[config.mk]
export PLATFORM = sky130hd
export DESIGN_NAME = rs_fix_apply
export DESIGN_NICKNAME = d
export VERILOG_FILES = /design/src/rtl/rs_fix_pkg.sv /design/src/rtl/rs_fix_ctrl.sv /design/src/rtl/rs_fix_dpath.sv /design/src/rtl/rs_fix_apply.sv
export SDC_FILE = /design/constraint.sdc
export NUM_CORES = 1
export LEC_CHECK = 0
export BUFFER_PORTS_ARGS = -buffer_cell sky130_fd_sc_hd__buf_2
export CAP_MARGIN = 20
export CORE_UTILIZATION = 50
export CTS_BUF_LIST = sky130_fd_sc_hd__clkbuf_8
export DETAILED_ROUTE_END_ITERATION = 7
export PLACE_DENSITY = 0.78
export SYNTH_ARGS = -nofsm -noshare
export SYNTH_HDL_FRONTEND = slang
export SYNTH_SLANG_ARGS = --single-unit
[constraint.sdc]
create_clock -name clk -period 7.4 [get_ports clk]
set_clock_uncertainty 0.1 [all_clocks]
set_input_delay 0.74 -clock clk [delete_from_list [all_inputs] [get_ports clk]]
set_output_delay 0.74 -clock clk [all_outputs]
set_load 0.05 [all_outputs]
[src/rtl/rs_fix_pkg.sv]
package rs_fix_pkg;
  localparam int SYM_W  = 12;
  localparam int BYTE_W = 8;

  typedef struct packed {
    logic load;
    logic beginEntry;
    logic rdEn;
    logic capture;
    logic wrEn;
    logic nextByte;
    logic nextEntry;
    logic setFail;
  } fixCtrl_t;

  typedef struct packed {
    logic cntBad;
    logic atEnd;
    logic entryBad;
    logic lastByte;
  } fixStat_t;

  typedef enum logic [2:0] {
    S_IDLE, S_CHECK, S_RD, S_WAIT, S_WR, S_FINISH
  } fixState_t;
endpackage

[src/rtl/rs_fix_ctrl.sv]
module rs_fix_ctrl
  import rs_fix_pkg::*;
(
  input  logic     clk,
  input  logic     rstN,
  input  logic     start,
  input  fixStat_t stat,
  output fixCtrl_t ctl,
  output logic     done
);
  fixState_t state, nxt;

  always_ff @(posedge clk) begin
    if (!rstN) state <= S_IDLE;
    else       state <= nxt;
  end

  always_comb begin
    ctl  = '0;
    nxt  = state;
    done = 1'b0;
    case (state)
      S_IDLE: begin
        if (start) begin
          ctl.load = 1'b1;
          nxt      = S_CHECK;
        end
      end
      S_CHECK: begin
        if (stat.cntBad || (!stat.atEnd && stat.entryBad)) begin
          ctl.setFail = 1'b1;
          nxt         = S_FINISH;
        end else if (stat.atEnd) begin
          nxt = S_FINISH;
        end else begin
          ctl.beginEntry = 1'b1;
          nxt            = S_RD;
        end
      end
      S_RD: begin
        ctl.rdEn = 1'b1;
        nxt      = S_WAIT;
      end
      S_WAIT: begin
        ctl.capture = 1'b1;
        nxt         = S_WR;
      end
      S_WR: begin
        ctl.wrEn = 1'b1;
        if (stat.lastByte) begin
          ctl.nextEntry = 1'b1;
          nxt           = S_CHECK;
        end else begin
          ctl.nextByte = 1'b1;
          nxt          = S_RD;
        end
      end
      S_FINISH: begin
        done = 1'b1;
        nxt  = S_IDLE;
      end
      default: nxt = S_IDLE;
    endcase
  end
endmodule

[src/rtl/rs_fix_dpath.sv]
module rs_fix_dpath
  import rs_fix_pkg::*;
#(
  parameter int MAX_ERR     = 4,
  parameter int POS_W       = 12,
  parameter int MAX_POS     = 1374,
  parameter int DATA_BYTES  = 2048,
  parameter int SPARE_BYTES = 64,
  localparam int CNT_W  = $clog2(MAX_ERR + 1),
  localparam int ADDR_W = $clog2(DATA_BYTES + SPARE_BYTES),
  localparam int CALC_W = POS_W + 2
) (
  input  logic                     clk,
  input  logic                     rstN,
  input  fixCtrl_t                 ctl,
  input  logic [CNT_W-1:0]         errCount,
  input  logic [MAX_ERR*POS_W-1:0] errPos,
  input  logic [MAX_ERR*SYM_W-1:0] errPat,
  input  logic [BYTE_W-1:0]        memRdata,
  output fixStat_t                 stat,
  output logic [ADDR_W-1:0]        memAddr,
  output logic                     memRdEn,
  output logic                     memWrEn,
  output logic [BYTE_W-1:0]        memWdata,
  output logic                     fail,
  output logic [CNT_W-1:0]         corrCount
);
  logic [POS_W-1:0]  posArr [MAX_ERR];
  logic [SYM_W-1:0]  patArr [MAX_ERR];
  logic [CNT_W-1:0]  cntReg, idx, corrReg;
  logic              byteSel, failReg;
  logic [BYTE_W-1:0] rdBuf, xorMask;
  logic [POS_W-1:0]  curPos;
  logic [SYM_W-1:0]  curPat;
  logic [CALC_W-1:0] tripled, halfIdx, baseIdx, byteIdx;

  // Latch the whole correction set at start
  always_ff @(posedge clk) begin
    if (!rstN) begin
      for (int i = 0; i < MAX_ERR; i++) begin
        posArr[i] <= '0;
        patArr[i] <= '0;
      end
      cntReg <= '0;
    end else if (ctl.load) begin
      for (int i = 0; i < MAX_ERR; i++) begin
        posArr[i] <= errPos[i*POS_W +: POS_W];
        patArr[i] <= errPat[i*SYM_W +: SYM_W];
      end
      cntReg <= errCount;
    end
  end

  // Entry walk, byte select, status
  always_ff @(posedge clk) begin
    if (!rstN) begin
      idx     <= '0;
      corrReg <= '0;
      byteSel <= 1'b0;
      failReg <= 1'b0;
      rdBuf   <= '0;
    end else begin
      if (ctl.load) begin
        idx     <= '0;
        corrReg <= '0;
        failReg <= 1'b0;
      end
      if (ctl.beginEntry) byteSel <= (curPos == '0);
      if (ctl.nextByte)   byteSel <= 1'b1;
      if (ctl.capture)    rdBuf   <= memRdata;
      if (ctl.nextEntry) begin
        idx     <= idx + 1'b1;
        corrReg <= corrReg + 1'b1;
      end
      if (ctl.setFail) failReg <= 1'b1;
    end
  end

  always_comb begin
    curPos = '0;
    curPat = '0;
    for (int i = 0; i < MAX_ERR; i++) begin
      if (idx == CNT_W'(i)) begin
        curPos = posArr[i];
        curPat = patArr[i];
      end
    end
  end

  // Symbol position to linear byte address (spare follows data directly)
  always_comb begin
    tripled = {2'b00, curPos} + {1'b0, curPos, 1'b0};
    halfIdx = tripled >> 1;
    baseIdx = curPos[0] ? halfIdx : halfIdx - 1'b1;
    byteIdx = baseIdx + CALC_W'(byteSel);
  end

  // Pattern slice for the current byte
  always_comb begin
    unique case ({curPos[0], byteSel})
      2'b10:   xorMask = curPat[11:4];
      2'b11:   xorMask = {curPat[3:0], 4'h0};
      2'b00:   xorMask = {4'h0, curPat[11:8]};
      default: xorMask = curPat[7:0];
    endcase
  end

  assign stat.cntBad   = cntReg > CNT_W'(MAX_ERR);
  assign stat.atEnd    = idx == cntReg;
  assign stat.entryBad = (curPos > POS_W'(MAX_POS)) ||
                         ((curPos == '0) && (curPat > SYM_W'(8'hFF)));
  assign stat.lastByte = byteSel;

  assign memAddr   = byteIdx[ADDR_W-1:0];
  assign memRdEn   = ctl.rdEn;
  assign memWrEn   = ctl.wrEn;
  assign memWdata  = rdBuf ^ xorMask;
  assign fail      = failReg;
  assign corrCount = corrReg;
endmodule

[src/rtl/rs_fix_apply.sv]
module rs_fix_apply
  import rs_fix_pkg::*;
#(
  parameter int MAX_ERR     = 4,
  parameter int POS_W       = 12,
  parameter int MAX_POS     = 1374,
  parameter int DATA_BYTES  = 2048,
  parameter int SPARE_BYTES = 64,
  localparam int CNT_W  = $clog2(MAX_ERR + 1),
  localparam int ADDR_W = $clog2(DATA_BYTES + SPARE_BYTES)
) (
  input  logic                     clk,
  input  logic                     rstN,
  input  logic                     start,
  input  logic [CNT_W-1:0]         errCount,
  input  logic [MAX_ERR*POS_W-1:0] errPos,
  input  logic [MAX_ERR*12-1:0]    errPat,
  output logic [ADDR_W-1:0]        memAddr,
  output logic                     memRdEn,
  output logic                     memWrEn,
  output logic [7:0]               memWdata,
  input  logic [7:0]               memRdata,
  output logic                     done,
  output logic                     fail,
  output logic [CNT_W-1:0]         corrCount
);
  fixCtrl_t ctl;
  fixStat_t stat;

  rs_fix_ctrl u_ctrl (
    .clk   (clk),
    .rstN  (rstN),
    .start (start),
    .stat  (stat),
    .ctl   (ctl),
    .done  (done)
  );

  rs_fix_dpath #(
    .MAX_ERR     (MAX_ERR),
    .POS_W       (POS_W),
    .MAX_POS     (MAX_POS),
    .DATA_BYTES  (DATA_BYTES),
    .SPARE_BYTES (SPARE_BYTES)
  ) u_dpath (
    .clk       (clk),
    .rstN      (rstN),
    .ctl       (ctl),
    .errCount  (errCount),
    .errPos    (errPos),
    .errPat    (errPat),
    .memRdata  (memRdata),
    .stat      (stat),
    .memAddr   (memAddr),
    .memRdEn   (memRdEn),
    .memWrEn   (memWrEn),
    .memWdata  (memWdata),
    .fail      (fail),
    .corrCount (corrCount)
  );
endmodule

==> flow_metrics.env <==
export IMPL_status="complete, no violations"
export IMPL_period_minus_slack_ps=6645
export IMPL_fin_setup_tns_ps=0
export IMPL_final_cell_area_um2=7993
export IMPL_synth_seq_cells=118
export IMPL_gr_total_overflow=0
export IMPL_synth_top_area_cell="edfxtp_1"
export IMPL_gr_usage_met3_pct=5.164
export IMPL_die_w_um=118.2
export IMPL_worst_pin_slew_ps=941.4
export IMPL_yosys_top_cells_count="and2_1, edfxtp_1, nand2_1"
export IMPL_syn_area_um2=6748
export IMPL_endpoint="memAddr[11]"
export IMPL_setup_violations=0
export IMPL_synthArstFlopShare_pct=0
export IMPL_grt_pass1_wl_mm=23.96
export IMPL_synth_flop_cell="edfxtp_1"
export IMPL_synth_edf_count=96
export IMPL_grtUsageTotal_pct=22.03
export IMPL_power_density_nw_per_um2=272.9
export IMPL_drt_initial_drc_count=272
export IMPL_gp_congestion=0.8947
export IMPL_h_tree_depth=4
export IMPL_antenna_found_initial=0
export IMPL_num_antenna_cells=0
export IMPL_regToRegStartpoint="u_dpath.idx[1]"
export IMPL_hold_viol=0
export IMPL_grt_pass1_vias=4974
export IMPL_whs_ps=371.9
export IMPL_dp_cells=937
export IMPL_slowest_delay_ps=730
export IMPL_gr_usage_met2_pct=34.78
export IMPL_cp_startpoint="u_dpath.idx[1]"
export IMPL_avgRoutedWirePerCell_um=15.26
export IMPL_stdcell_count=970
export IMPL_detail_route_antenna_nets=0
export IMPL_portBuffers=136
export IMPL_syn_to_final_growth_pct=18.45
export IMPL_crit_type="flop to output port"
export IMPL_initial_core_util_pct=51.16
export IMPL_vias=5179
export IMPL_fillers=1133
export IMPL_ys_warn_count=0
export IMPL_cp_slowest_cell="ha_1"
export IMPL_fmax_mhz=150.5
export IMPL_maxCapViolCount=0
export IMPL_synth_avg_cell_area_um2=10.33
export IMPL_startpoint_type="flop"
export IMPL_min_path_type="flop to flop"
export IMPL_synth_area_leaders="edfxtp_1, and2_1, dfxtp_1, ha_1, nand2_1"
export IMPL_die_h_um=118.2
export IMPL_period_share_pct=89.79
export IMPL_clk_pin_slew_ps=70
export IMPL_synth_cell_type_count=66
export IMPL_ir_drop_mv=0.1393
export IMPL_rows=42
export IMPL_crit_chain="ha_1 -> ha_1 -> nor2_1 -> a32oi_1 -> inv_1 -> fa_1 -> a21o_1 -> a211oi_1 -> a21oi_1 -> or4b_4 -> nor3_4 -> and3_1 -> a32oi_1 -> xnor2_1 -> buf_2"
export IMPL_drive_gt1_share_pct=23.05
export IMPL_clock_sinks=118
export IMPL_dr_pass1_iters=5
export IMPL_cp_max_fo=28
export IMPL_rsz0062_at_grt="no"
export IMPL_fin_nets=922
export IMPL_crit_path_end_kind="output port"
export IMPL_ff2ff_path_depth=14
export IMPL_clockBufferDepth=2
export IMPL_r2r_slack_ps=3210
export IMPL_ctsHoldBuffers=0
export IMPL_grtUsageMet1_pct=29.44
export IMPL_insertion_delay_ps=420
export IMPL_clockRootBuffer="clkbuf_8"
export IMPL_ctsResizeCount=0
export IMPL_post_cts_buffers=0
export IMPL_maxSlewHeadroom_pct=37.11
export IMPL_synthCells=653
export IMPL_io_pins=137
export IMPL_grt_max_degree=98
export IMPL_slew_viol_final=0
export IMPL_place_area_um2=7569
export IMPL_drc=0
export IMPL_rr_endpoint="u_dpath.byteSel"
export IMPL_yosysMostFrequentCell="and2_1"
export IMPL_dieArea_um2=13960
export IMPL_ys_seq_area_share_pct=49.25
export IMPL_route_final_wire_length_mm=14.81
export IMPL_syn_nets=794
export IMPL_cts_inserted_buffers=17
export IMPL_fin_ws_ps=755.3
export IMPL_critical_path_required_ps=6560
export IMPL_pre_cts_ws_ps=1269
export IMPL_dp_hpwl_mm=11.10
export IMPL_core_area_um2=13190
export IMPL_cts_tree="built"
export IMPL_busiest_layer="met2"
export IMPL_synth_top_area_share_pct=42.72
export IMPL_leakage_nw=3.500
export IMPL_detail_route_vias_per_cell=5.339
export IMPL_cp_arrival_ps=5800
==> where the power goes <==
group          total [mW]  internal [mW]  switching (mW)
combinational       0.731          0.237           0.494
sequential          0.864          0.828          0.0366
clock               0.585          0.328           0.257
total                2.18           1.39           0.788
==> routing by layer <==
metal  wire, um  vias up
li1           -     2602
met1       6852     2375
met2       6923      175
met3        740       27
met4        291        0
met5          0        -
==> logic make-up after synthesis <==
family                   Yosys count  synth area share (%)
buffers and inverters             54                 3.171
adder cells (fa/ha/maj)           31                 5.859
flip-flops                       118                 49.25
multiplexers                      14                 2.077
AND/OR/NAND/NOR                  267                 21.36
XOR/XNOR                          30                 3.894
AO/OA/AOI/OAI                    139                 14.39
==> critical path: cells and delay by family (launching register included) <==
kind | cells | cell delay, ps
AOI/OAI and AO/OA | 5 | 1350
xor gates and xnor gates | 1 | 150
adders and majority gates | 3 | 1480
buffers and inverters | 2 | 520
DFF | 1 | 420
and+or+nand+nor | 4 | 1450
==> how the worst min path moves through the flow <==
stage	cells past startpoint	startpoint	endpoint
2_1_floorplan	2	u_dpath.rdBuf[0]	u_dpath.rdBuf[0]
3_5_place_dp	2	u_dpath.fail	u_dpath.fail
5_1_grt	2	u_dpath.fail	u_dpath.fail
3_3_place_gp	2	u_dpath.fail	u_dpath.fail
6_report	2	u_dpath.fail	u_dpath.fail
4_1_cts	2	u_dpath.fail	u_dpath.fail
==> cells in the final DEF (no fill, tap or decap), types with 4 or more instances in the layout <==
master,count
buf_2,136
nand3_1,12
xnor2_1,15
nor2b_1,6
a31oi_1,4
edfxtp_1,96
a21oi_1,23
buf_4,5
inv_1,20
xor2_1,15
nand2b_1,7
a32oi_1,6
o22ai_1,4
dfxtp_1,22
and2_1,98
ha_1,30
a211o_1,4
nand2_1,64
clkinv_1,4
o211ai_1,4
nand3b_1,7
o21ai_1,12
a21o_1,4
nor3_1,7
a22o_1,7
mux2i_1,14
clkbuf_8,17
nor2_1,39
o21ai_0,21
a22oi_1,27
==> registers in the layout, summed over array words and instances (netlist names), 3 cells and up <==
signal             cells
u_dpath.patArr        48
u_dpath.posArr        48
u_dpath.rdBuf          8
u_ctrl.state           3
u_dpath.cntReg         3
u_dpath.corrCount      3
u_dpath.idx            3
==> per-stage QoR <==
stage | utilization, % | total power, mW
after global routing | 60.60 | 2.290
after global placement | 57.38 | 1.584
after floorplan | - | 1.433
after CTS | 60.39 | 2.189
after detailed placement | 57.38 | 1.603
final | 60.60 | 2.181
==> final cells by class <==
type                       instances  area (um^2)  area share (%)
sequential                       118         3323           41.58
multi-input combinational        481         3226           40.36
timing repair buffer             142        745.7           9.330
clock buffer                      17        234.0           2.927
tap                              176        220.2           2.755
clock inverter                    15        162.7           2.035
inverter                          21        81.33           1.018
No activity file was read; power rests on OpenSTA's default activity.
